==> config.mk <==
export PLATFORM = sky130hd
export DESIGN_NAME = nanprop_top
export DESIGN_NICKNAME = d
export VERILOG_FILES = /design/src/rtl/nanprop_pkg.sv /design/src/rtl/nanprop_classify.sv /design/src/rtl/nanprop_pick.sv /design/src/rtl/nanprop_quiet.sv /design/src/rtl/nanprop_top.sv
export SDC_FILE = /design/constraint.sdc
export NUM_CORES = 1
export LEC_CHECK = 0
export BUFFER_PORTS_ARGS = -buffer_cell sky130_fd_sc_hd__buf_2
export CORE_MARGIN = 5
export CORE_UTILIZATION = 51
export DETAILED_ROUTE_END_ITERATION = 10
export GPL_ROUTABILITY_DRIVEN = 1
export PLACE_DENSITY = 0.92
export SYNTH_ARGS = -nofsm -noshare
export SYNTH_HDL_FRONTEND = slang
export SYNTH_HIERARCHICAL = 1
export SYNTH_SLANG_ARGS = --single-unit
==> constraint.sdc <==
create_clock -name clk -period 4.65 [get_ports clk]
set_input_delay 1.1625 -clock clk [delete_from_list [all_inputs] [get_ports clk]]
set_output_delay 1.1625 -clock clk [all_outputs]
set_load 0.05 [all_outputs]
==> src/rtl/nanprop_pkg.sv <==
// Shared types for the NaN result selector.
// Assumes IEEE-style binary words: sign, exponent, fraction.
package nanprop_pkg;

    // Propagation rule encodings; the reserved encoding behaves as RULE_ORDERED.
    typedef enum logic [1:0] {
        RULE_ORDERED   = 2'd0,
        RULE_FIRST_NAN = 2'd1,
        RULE_MAGNITUDE = 2'd2,
        RULE_RESERVED  = 2'd3
    } rule_e;

    // Operand classification flags.
    typedef struct packed {
        logic is_nan;
        logic is_quiet;
        logic is_sig;
    } nan_class_t;

endpackage

==> src/rtl/nanprop_classify.sv <==
// Classifies one operand word as quiet NaN, signaling NaN or other.
// Assumes the most significant fraction bit marks a quiet NaN when set.
module nanprop_classify
    import nanprop_pkg::*;
#(
    parameter int EXP_W  = 8,
    parameter int FRAC_W = 23,
    localparam int WORD_W = 1 + EXP_W + FRAC_W
) (
    input  logic [WORD_W-1:0] word_i,
    output nan_class_t        cls_o
);
    logic [EXP_W-1:0]  exp_f;
    logic [FRAC_W-1:0] frac_f;
    logic              exp_full;

    assign exp_f  = word_i[WORD_W-2 -: EXP_W];
    assign frac_f = word_i[FRAC_W-1:0];

    // Decode the NaN class from the exponent and fraction fields.
    always_comb begin
        exp_full        = &exp_f;
        cls_o.is_nan    = exp_full && (|frac_f);
        cls_o.is_quiet  = exp_full && frac_f[FRAC_W-1];
        cls_o.is_sig    = exp_full && !frac_f[FRAC_W-1] && (|frac_f[FRAC_W-2:0]);
    end
endmodule

==> src/rtl/nanprop_pick.sv <==
// Chooses which operand becomes the result under the selected rule.
// Output pick_b_o is 1 to select operand b, 0 to select operand a.
// Assumes at least one operand is a NaN; otherwise the choice is don't-care.
module nanprop_pick
    import nanprop_pkg::*;
#(
    parameter int WORD_W = 32
) (
    input  logic [WORD_W-1:0] a_word_i,
    input  logic [WORD_W-1:0] b_word_i,
    input  nan_class_t        a_cls_i,
    input  nan_class_t        b_cls_i,
    input  rule_e             rule_i,
    output logic              pick_b_o
);
    logic [WORD_W-2:0] a_mag;
    logic [WORD_W-2:0] b_mag;
    logic              a_larger;

    assign a_mag = a_word_i[WORD_W-2:0];
    assign b_mag = b_word_i[WORD_W-2:0];

    // Larger-significand test; on equal magnitude the positive word wins.
    always_comb begin
        if (a_mag != b_mag) a_larger = (a_mag > b_mag);
        else                a_larger = (a_word_i < b_word_i);
    end

    // Rule-dependent operand choice.
    always_comb begin
        unique case (rule_i)
            RULE_FIRST_NAN: pick_b_o = !a_cls_i.is_nan;
            RULE_MAGNITUDE: begin
                if (a_cls_i.is_sig) begin
                    if (b_cls_i.is_sig) pick_b_o = !a_larger;
                    else                pick_b_o = b_cls_i.is_quiet;
                end else if (a_cls_i.is_quiet) begin
                    if (b_cls_i.is_sig || !b_cls_i.is_nan) pick_b_o = 1'b0;
                    else                                   pick_b_o = !a_larger;
                end else begin
                    pick_b_o = 1'b1;
                end
            end
            default: begin
                if (a_cls_i.is_sig)        pick_b_o = 1'b0;
                else if (b_cls_i.is_sig)   pick_b_o = 1'b1;
                else if (a_cls_i.is_quiet) pick_b_o = 1'b0;
                else                       pick_b_o = 1'b1;
            end
        endcase
    end
endmodule

==> src/rtl/nanprop_quiet.sv <==
// Converts a signaling NaN into a quiet one by setting the top fraction bit.
// Assumes is_sig_i comes from the classifier for the same word.
module nanprop_quiet #(
    parameter int EXP_W  = 8,
    parameter int FRAC_W = 23,
    localparam int WORD_W = 1 + EXP_W + FRAC_W
) (
    input  logic [WORD_W-1:0] word_i,
    input  logic              is_sig_i,
    output logic [WORD_W-1:0] word_o
);
    localparam logic [WORD_W-1:0] QUIET_MASK = WORD_W'(1) << (FRAC_W-1);

    // Set the quiet bit only for signaling input.
    always_comb begin
        word_o = is_sig_i ? (word_i | QUIET_MASK) : word_i;
    end
endmodule

==> src/rtl/nanprop_top.sv <==
// Two-operand NaN result selector with a registered result and invalid flag.
// Assumes the caller uses the result only when at least one operand is a NaN.
module nanprop_top
    import nanprop_pkg::*;
#(
    parameter int EXP_W  = 8,
    parameter int FRAC_W = 23,
    localparam int WORD_W = 1 + EXP_W + FRAC_W
) (
    input  logic              clk,
    input  logic              rst_n,
    input  logic [WORD_W-1:0] opnd_a,
    input  logic [WORD_W-1:0] opnd_b,
    input  logic [1:0]        rule_sel,
    input  logic              dflt_mode,
    output logic [WORD_W-1:0] nan_out,
    output logic              invalid_out
);
    localparam logic [WORD_W-1:0] DFLT_NAN =
        {1'b0, {EXP_W{1'b1}}, 1'b1, {(FRAC_W-1){1'b0}}};
    localparam logic [WORD_W-1:0] QUIET_MASK = WORD_W'(1) << (FRAC_W-1);

    logic [WORD_W-1:0] opnd [2];
    nan_class_t        cls  [2];
    logic              pick_b;
    logic [WORD_W-1:0] chosen;
    logic [WORD_W-1:0] quieted;
    logic              any_sig;

    assign opnd[0] = opnd_a;
    assign opnd[1] = opnd_b;

    // One classifier per operand.
    for (genvar gi = 0; gi < 2; gi++) begin : g_cls
        nanprop_classify #(.EXP_W(EXP_W), .FRAC_W(FRAC_W)) u_cls (
            .word_i (opnd[gi]),
            .cls_o  (cls[gi])
        );
    end

    nanprop_pick #(.WORD_W(WORD_W)) u_pick (
        .a_word_i (opnd_a),
        .b_word_i (opnd_b),
        .a_cls_i  (cls[0]),
        .b_cls_i  (cls[1]),
        .rule_i   (rule_e'(rule_sel)),
        .pick_b_o (pick_b)
    );

    assign chosen  = pick_b ? opnd_b : opnd_a;
    assign any_sig = cls[0].is_sig || cls[1].is_sig;

    nanprop_quiet #(.EXP_W(EXP_W), .FRAC_W(FRAC_W)) u_quiet (
        .word_i   (chosen),
        .is_sig_i (pick_b ? cls[1].is_sig : cls[0].is_sig),
        .word_o   (quieted)
    );

    // Output register: default NaN in default mode, else the quieted choice.
    always_ff @(posedge clk) begin
        if (!rst_n) begin
            nan_out     <= '0;
            invalid_out <= 1'b0;
        end else begin
            nan_out     <= dflt_mode ? DFLT_NAN : quieted;
            invalid_out <= any_sig;
        end
    end


    invalid_tracks_chk: assert property (@(posedge clk) disable iff (!rst_n)
        $past(rst_n) |-> (invalid_out == $past(cls[0].is_sig || cls[1].is_sig)));


    default_result_chk: assert property (@(posedge clk) disable iff (!rst_n)
        ($past(rst_n) && $past(dflt_mode)) |-> (nan_out == DFLT_NAN));


    result_quiet_chk: assert property (@(posedge clk) disable iff (!rst_n)
        ($past(rst_n) && $past(cls[0].is_nan || cls[1].is_nan))
        |-> ((&nan_out[WORD_W-2 -: EXP_W]) && nan_out[FRAC_W-1]));


    quiet_bit_only_chk: assert property (@(posedge clk) disable iff (!rst_n)
        ((quieted ^ chosen) & ~QUIET_MASK) == '0);


    first_nan_chk: assert property (@(posedge clk) disable iff (!rst_n)
        (rule_sel == 2'd1 && cls[0].is_nan) |-> !pick_b);


    reset_clear_chk: assert property (@(posedge clk)
        !rst_n |=> (nan_out == '0 && !invalid_out));
endmodule

==> results of run 1 <==
[worst max-delay path by stage]
stage,startpoint,to,cells after the start
global route,opnd_b[29],nan_out[22],13
finish,opnd_b[29],nan_out[0],13
CTS,opnd_b[7],nan_out[29],13
global placement,opnd_b[10],nan_out[0],13
floorplan,opnd_b[10],nan_out[22],14
detailed placement,opnd_b[7],nan_out[28],13
[tightest hold or removal path: stages]
cell and delay (ps):
buf_2 100, mux2_4 130, o21a_1 90
[cells by family after synthesis]
logic type               count (synthesis)  synth area share
AO/OA/AOI/OAI                           55             0.122
AND/OR/NAND/NOR                         80             0.187
multiplexers                            33             0.164
flip-flops                              33             0.224
adder cells (fa/ha/maj)                 34             0.144
buffers and inverters                   79             0.160
[through the flow]
| stage | power (mW) | hold WS, ps | util | worst slack, ps | cells |
|---|---|---|---|---|---|
| finish | 0.835 | 1240 | 0.602 | 895 | 456 |
| global route | 0.880 | 1240 | 0.602 | 663 | 456 |
| CTS | 0.838 | 1230 | 0.602 | 940 | 456 |
| detailed placement | 0.609 | 1520 | 0.583 | 667 | 448 |
| global placement | 0.601 | 1530 | 0.583 | 718 | 448 |
| floorplan | 0.560 | 1320 | - | 969 | 314 |
[flip-flops by register name (all words and copies together) (netlist names)]
| name | flops |
|---|---|
| invalid_out | 1 |
| nan_out | 32 |
[cells in the mapped netlist, types with 3 or more instances]
library cell  number
and4_1             3
a21oi_1           14
a211oi_1           3
o211ai_1           4
a21o_1             4
nor4_1            10
buf_12             3
o21a_1            12
buf_4             31
nor2_1             5
and3b_1           23
mux2_4            30
mux2_2             3
nand3_1            6
nand4_1            9
o21ai_0            6
clkbuf_1           4
nand2_1            5
a31oi_1            4
ha_1              34
inv_1             38
dfxtp_1           33
[layer usage]
layer / vias to the layer above / routed length, um / part of all wire / global-route usage
met5: - / 0 / 0 / 0
li1: 1241 / - / - / -
met4: 0 / 144 / 0.019 / 0.0662
met1: 1164 / 3360 / 0.44 / 0.262
met2: 86 / 3710 / 0.48 / 0.350
met3: 10 / 472 / 0.061 / 0.0269
[report_power, final]
part | switching, mW | internal [mW] | leakage (nW)
clock network | 0.0944 | 0.134 | 0.0542
logic | 0.176 | 0.128 | 1.54
registers | 0.00416 | 0.299 | 0.273
total | 0.274 | 0.561 | 1.87
[area by class of cell]
cell class                      instances  area [um2]
Fill cell                             476        2220
Multi-Input combinational cell        202        1830
Sequential cell                        33         661
Timing Repair Buffer                  103         533
Inverter                               38         143
Clock buffer                            7        96.3
Tap cell                               72        90.1
Clock inverter                          1        5.00
==> summary.txt, run 1 <==
Die area - 7420 um2
Initial Util - 0.530
Layout area overhead - 13.5%
Leading area contributor after synthesis - dfxtp_1
Commonest non-fill, non-tap cell in the layout - buf_2
Layout cells sized above 1 - 0.401
Hold EP - nan_out[26]
Ant diodes - 0
Status - complete, no violations
# Post-CTS Setup Buffers - 0
Pin count of the biggest net entering global routing - 34
Hold path cells - 3
Worst Hold Class - primary input to flop
Hold_buf cts - 0
Clock Sink Count - 33
Cell Rows - 27
Async SR Flop Fraction - 0
Crit path largest cell delay - 530 ps
Post-DP Area - 3250 um2
Yosys top cell area share - 0.224
Reg clk slew, reported paths - 70 ps
Buf/Inv on CP - 2
Startpoint types - primary input
CTS root buffer - clkbuf_8
Slew of the pin with the lowest slew margin - 689 ps
Worst hold start - opnd_b[26]
Final TNS setup - 0 ps
Synth cell types - 45
TritonCTS buffer count - 5
Final number of hold-violating endpoints - 0
Endpoints failing setup - 0
Vias in the first global route - 2472
IO Pins - 102
Yosys reg bits - 33
Die width - 86.1 um
DR vias/cell - 5.48
CP required - 4830 ps
Number of detailed-route iterations in the first pass - 4
Critical path's top delay family - compound AO/OA/AOI/OAI gates
Max Freq - 266 MHz
Total GRT Usage - 0.204
Syn Std Cell Area - 2960 um2
Number of antenna violations at the first check in global routing - 0
Max Slew Vio Count - 0
Total Wirelength - 7690 um
Initial DRC Count - 132
DR WL/cell - 16.9 um
Via Count - 2501
Tmin final - 3750 ps
Cells after Synth - 314
Final ANT Viol Nets - 0
Max cap viols - 0
Leakage - 1.87 nW
HPWL reported at the end of detailed placement - 6430 um
Core area - 5570 um2
Synth Area per Inst - 9.41 um2
Pwr dens - 249 nW/um2
CP max stage cell - a211oi_1
Register area share after synthesis - 0.224
Most used flip-flop cell after synthesis - dfxtp_1
Post-synth EDFFs - 0
Most frequent cells in the layout - 101 x buf_2, 38 x inv_1, 34 x ha_1
Setup repair after global routing missed its margin - false
Maximum clock path buffer count - 2
Post-cts sizing count - 0
Crit path kind - primary input to flop
IO buf count - 101
Critical path cell sequence - buf_2, nand4_1, or2_2, a211oi_1, nor2b_1, o21ai_0, o31a_2, o311a_1, o21ai_1, nand2_2, buf_12, mux2_2, and3b_1
Top cells by area, synth - dfxtp_1 22%, mux2_4 15%, ha_1 14%
Maximum VDD drop - 0.185 mV
Synth warn - 6
GR Overflow Total - 0
Syn nets - 417
DR DRC count - 0
WP data arrival - 3930 ps
Final net count - 486
CP Max Fanout - 19
First-pass GRT wire length - 11900 um
Die H - 86.1 um
Slew HR - 0.538
Final Cycle Share - 0.807
Htree depth - 2
Fin area - 3350 um2
CTS tree - built
GPL Wtd Cong - 0.904
CP Capture Type - flop
Power figures use the tool's default switching activity.
==> run 2, diff against run 1 <==
--- a/config.mk
+++ b/config.mk
@@ -5,12 +5,13 @@
 export SDC_FILE = /design/constraint.sdc
 export NUM_CORES = 1
 export LEC_CHECK = 0
+export ABC_AREA = 1
 export BUFFER_PORTS_ARGS = -buffer_cell sky130_fd_sc_hd__buf_2
 export CORE_MARGIN = 5
-export CORE_UTILIZATION = 51
+export CORE_UTILIZATION = 48
 export DETAILED_ROUTE_END_ITERATION = 10
 export GPL_ROUTABILITY_DRIVEN = 1
-export PLACE_DENSITY = 0.92
+export PLACE_DENSITY = 0.89
 export SYNTH_ARGS = -nofsm -noshare
 export SYNTH_HDL_FRONTEND = slang
 export SYNTH_HIERARCHICAL = 1
==> constraint.sdc (replaced) <==
create_clock -name clk -period 3.07 [get_ports clk]
set_input_delay 0.7675 -clock clk [delete_from_list [all_inputs] [get_ports clk]]
set_output_delay 0.7675 -clock clk [all_outputs]
set_load 0.05 [all_outputs]
==> run 2 against run 1 <==
Total power up 61%. Non-clock buffer count up 2. Utilization down 4.4 points. Global-route usage down 0.89 points. Sequential cell count unchanged. Via count up 41%. Cell count up 66%. Sequential power up 52%. Largest cell class unchanged. Highest routed layer unchanged.
==> summary.txt, run 2 <==
Cells after Synth - 588
DR WL/cell - 11.5 um
Startpoint types - primary input
Crit path kind - primary input to flop
Most flops, register - nan_out
DR vias/cell - 4.67
Layout cells sized above 1 - 0.214
Synth cell count leaders - 221 x nand2_1, 101 x inv_1, 85 x nor2_1
Die width - 94.1 um
WP data arrival - 3010 ps
Slew of the pin with the lowest slew margin - 359 ps
# Post-CTS Setup Buffers - 0
Async SR Flop Fraction - 0
Die H - 94.1 um
Synth warn - 6
Cell Rows - 30
Worst Hold Class - primary input to flop
Setup repair after global routing missed its margin - false
IO Pins - 102
Max Slew Vio Count - 0
Top cells by area, synth - nand2_1 24%, dfxtp_1 19%, ha_1 13%
Total Power Consumption - 1.34 mW
Tmin final - 2810 ps
Final number of hold-violating endpoints - 0
Ant diodes - 0
Syn Std Cell Area - 3390 um2
Via Count - 3525
Leading area contributor after synthesis - nand2_1
CP max stage cell - ha_1
CP required - 3270 ps
Yosys top cell area share - 0.244
CP Max Fanout - 16
Critical path cell sequence - buf_2, inv_1, ha_1, nand2_2, nor2_2, nand2_2, nor2_2, nand4_1, nor2_1, nand2_1, nand3_1, nand2_1, nand3_1, nand2_1, nand2_1, nand2_1, inv_2, buf_4, nand2_1, nand2_1, inv_1, nor2_1
Max reg flops - 32
Syn nets - 691
Total Wirelength - 8680 um
Final ANT Viol Nets - 0
WHS - 835 ps
Synth Area per Inst - 5.77 um2
Setup crit end - nan_out[5]
Maximum VDD drop - 0.160 mV
Number of antenna violations at the first check in global routing - 0
Final Cycle Share - 0.914
Crit path largest cell delay - 330 ps
First-pass GRT wire length - 14200 um
Final net count - 762
IO buf count - 101
Most used flip-flop cell after synthesis - dfxtp_1
Most frequent cells in the layout - 221 x nand2_1, 101 x inv_1, 101 x buf_2
CP Depth - 22
Critical path's top delay family - simple AND/OR/NAND/NOR gates
CP Capture Type - flop
Layout area overhead - 12.4%
Pin count of the biggest net entering global routing - 24
Endpoints failing setup - 0
DR DRC count - 0
Filler cell count - 718
Pwr dens - 352 nW/um2
GPL Wtd Cong - 0.987
HPWL reported at the end of detailed placement - 7410 um
Max Freq - 356 MHz
Max cap viols - 0
Number of detailed-route iterations in the first pass - 4
Post-cts sizing count - 0
GR Overflow Total - 0
Buf/Inv on CP - 5
Yosys reg bits - 33
CTS tree - built
Core area - 6830 um2
CTS root buffer - clkbuf_8
Maximum clock path buffer count - 2
Post-synth EDFFs - 0
Initial Util - 0.497
Final TNS setup - 0 ps
Commonest non-fill, non-tap cell in the layout - nand2_1
Leakage - 2.38 nW
Status - complete, no violations
Biggest regs - nan_out x32, invalid_out x1
Total GRT Usage - 0.195
Initial DRC Count - 262
Count leader, synth - nand2_1
Reg clk slew, reported paths - 60 ps
Register area share after synthesis - 0.195
Setup crit start - opnd_b[22]
Slew HR - 0.760
Htree depth - 2
TritonCTS buffer count - 5
Die area - 8850 um2
Vias in the first global route - 3304
Most frequent CP cell - nand2_1
Clock Sink Count - 33
Final worst slack - 263 ps
Synth cell types - 24
Hold_buf cts - 0
Pre-CTS WS - 13.1 ps
## run 2: per-layer routing
layer,vias to the layer above,track usage,part of all wire
li1,1843,-,-
met1,1531,0.240,0.42
met2,133,0.341,0.50
met3,18,0.0264,0.056
met4,0,0.0770,0.020
met5,-,0,0
## run 2: kinds of logic after synthesis
group,share of synthesized area
AND/OR/NAND/NOR,0.416
AO/OA/AOI/OAI,0.0472
flip-flops,0.195
buffers and inverters,0.217
adder cells (fa/ha/maj),0.125
## run 2: worst min-delay path by stage
stage,start,end,slack [ps],cells after the start
floorplan,rst_n,nan_out[0],930,2
global placement,opnd_a[7],nan_out[7],1120,5
detailed placement,opnd_b[18],nan_out[18],1120,5
CTS,opnd_b[7],nan_out[7],820,5
global route,opnd_a[4],nan_out[4],840,5
finish,opnd_a[1],nan_out[1],830,5
## run 2: metrics by stage
step                area [um2]  std cells  utilization
finish                    3810        755        0.558
global route              3810        755        0.558
CTS                       3810        755        0.558
detailed placement        3730        748        0.545
global placement          3730        748        0.545
floorplan                 3390        588            -
## run 2: final cells by class
cell class,count,area [um2],area share
Multi-Input combinational cell,408,2000,0.524
Timing Repair Buffer,105,548,0.144
Tap cell,96,120,0.0315
Clock buffer,7,86.3,0.0226
Sequential cell,33,661,0.173
Inverter,106,400,0.105
## run 2: power breakdown
part           leakage (nW)  total, mW  switching, mW  internal [mW]
combinational          2.06      0.565          0.378          0.187
sequential            0.272      0.462        0.00580          0.456
clock                0.0443      0.317          0.139          0.177
==> run 3, diff against run 2 <==
--- a/config.mk
+++ b/config.mk
@@ -5,13 +5,14 @@
 export SDC_FILE = /design/constraint.sdc
 export NUM_CORES = 1
 export LEC_CHECK = 0
-export ABC_AREA = 1
+export ABC_CLOCK_PERIOD_IN_PS = 3070
 export BUFFER_PORTS_ARGS = -buffer_cell sky130_fd_sc_hd__buf_2
 export CORE_MARGIN = 5
-export CORE_UTILIZATION = 48
+export CORE_UTILIZATION = 46
 export DETAILED_ROUTE_END_ITERATION = 10
 export GPL_ROUTABILITY_DRIVEN = 1
-export PLACE_DENSITY = 0.89
+export PLACE_DENSITY = 0.88
+export SLEW_MARGIN = 10
 export SYNTH_ARGS = -nofsm -noshare
 export SYNTH_HDL_FRONTEND = slang
 export SYNTH_HIERARCHICAL = 1
==> run 3 against run 2 <==
Largest power group unchanged. Critical path depth is 10 lower. Sequential cell count stayed put. Sequential power barely moved. Sequential share of layout area decreased by 1.9 points. Global-route usage up 3.5 points. Total power rose by 4.2%. Routed wire length increased by 20%. Utilization is 12 points higher. Largest cell class unchanged. Fmax is 14% lower. The run now ends with negative setup slack left. Setup slack worse by 460 ps. Worst hold slack better by 49 ps.
==> summary.txt, run 3 (synthesis results as in run 1) <==
Status - finished, violations left
CP required - 3250 ps
IO buf count - 101
Final TNS setup - -5330 ps
Fin area - 4280 um2
Post-DP Area - 3780 um2
GR peak layer - met2
DR WL/cell - 20.1 um
Max Slew Vio Count - 0
Combinational power share - 0.443
Total Power Consumption - 1.40 mW
Max cap viols - 0
Reg clk slew, reported paths - 70 ps
Final number of hold-violating endpoints - 0
GR Overflow Total - 0
Hold_buf cts - 0
Worst Hold Class - primary input to flop
Initial Util - 0.468
Number of antenna violations at the first check in global routing - 0
Pre-CTS WS - -392 ps
Total GRT Usage - 0.230
Layout area overhead - 44.7%
Most frequent cells in the layout - 85 x buf_2, 64 x buf_4, 33 x mux2_4, 33 x dfxtp_1, 23 x and3b_1
M1 GR Usage - 0.263
First-pass GRT wire length - 15400 um
Maximum clock path buffer count - 2
Maximum VDD drop - 0.361 mV
Initial DRC Count - 267
Slew of the pin with the lowest slew margin - 474 ps
CTS root buffer - clkbuf_8
GRT met2 Usage - 0.408
Startpoint types - primary input
TritonCTS buffer count - 5
Final Util - 0.677
WHS - 884 ps
Leakage - 2.20 nW
CP Max Fanout - 6
Tmin final - 3270 ps
Vias in the first global route - 3133
Biggest regs - nan_out x32, invalid_out x1
Clock Sink Count - 33
Htree depth - 2
Switching share of power - 0.340
Pin count of the biggest net entering global routing - 34
Net switching power figure - 0.475 mW
Die H - 90.2 um
Most flops, register - nan_out
Crit path kind - primary input to flop
Commonest non-fill, non-tap cell in the layout - buf_2
Die width - 90.2 um
CP Capture Type - flop
Final net count - 544
Die area - 8130 um2
Via Count - 3041
Setup repair after global routing missed its margin - true
Failing checks - negative setup slack
Endpoints failing setup - 32
Cells after DPL - 506
Ant diodes - 0
GPL Wtd Cong - 0.961
Final worst slack - -200 ps
Setup crit start - opnd_a[6]
Pwr dens - 327 nW/um2
Met3 Use GR - 0.0401
Worst hold start - opnd_b[23]
Final non-filler cell total - 518
Core area - 6310 um2
Slew HR - 0.684
Final ANT Viol Nets - 0
IO Pins - 102
Cell Rows - 29
Number of detailed-route iterations in the first pass - 5
Layout cells sized above 1 - 0.599
DR vias/cell - 5.87
Max reg flops - 32
DR DRC count - 0
WP data arrival - 3450 ps
Sequential power share - 0.328
Final Cycle Share - 1.07
Max Freq - 306 MHz
Total Wirelength - 10400 um
Filler cell count - 431
CTS tree - built
HPWL reported at the end of detailed placement - 7160 um
Internal power - 0.924 mW
Clock network fraction of total power - 0.229
-- run 3: changes by cell type in the layout (fill, tap and decap cells not counted), sizes merged, moves of 10 or more --
cell   previous run  this run
and3b             0        23
buf             105       160
inv             104        38
mux2              0        33
nand2           226         5
nor2            107         6
nor4              0        10
o21a              0        12
-- run 3: timing repair --
item / in CTS / in global routing
gates resized for setup: 46 / 25
hold endpoints to repair: 0 / 0
setup endpoints to repair: 32 / 32
gates cloned: 0 / 1
pin swaps: 3 / 9
buffers inserted: 0 / 4
-- run 3: final cells by class --
cell class,instances,area (um2),area share
multi-input combinational,202,2220,0.518
timing repair buffer,161,1070,0.250
sequential,33,661,0.154
inverter,38,143,0.0334
tap,77,96.3,0.0225
clock buffer,6,82.6,0.0193
clock inverter,1,7.51,0.00176
-- run 3: routing by layer --
layer,routed length (um),part of all wire,up-vias
met1,3870,0.37,1411
met4,583,0.056,0
met3,890,0.086,58
met5,0,0,-
li1,-,-,1356
met2,5070,0.49,216
-- run 3: critical path, stage by stage --
cell	delay (ps)
buf_8	100
or4_4	540
nor3_4	270
a211oi_4	120
buf_4	150
nand3b_1	80
o21ai_0	150
o31ai_2	360
nand2_4	190
mux2_4	330
or2_1	220
o21a_1	160
-- run 3: final timing paths --
path	endpoint	slack, ps	depth (start not counted)
hold / removal	nan_out[23]	880	3
setup / recovery	nan_out[22]	-200	12
-- run 3: power groups by stage --
stage | Clock [mW] | Sequential [mW] | Combinational (mW)
3_3_place_gp | 0 | 0.469 | 0.507
6_report | 0.320 | 0.459 | 0.620
4_1_cts | 0.325 | 0.459 | 0.567
2_1_floorplan | 0 | 0.560 | 0.311
3_5_place_dp | 0 | 0.469 | 0.528
5_1_grt | 0.350 | 0.462 | 0.652
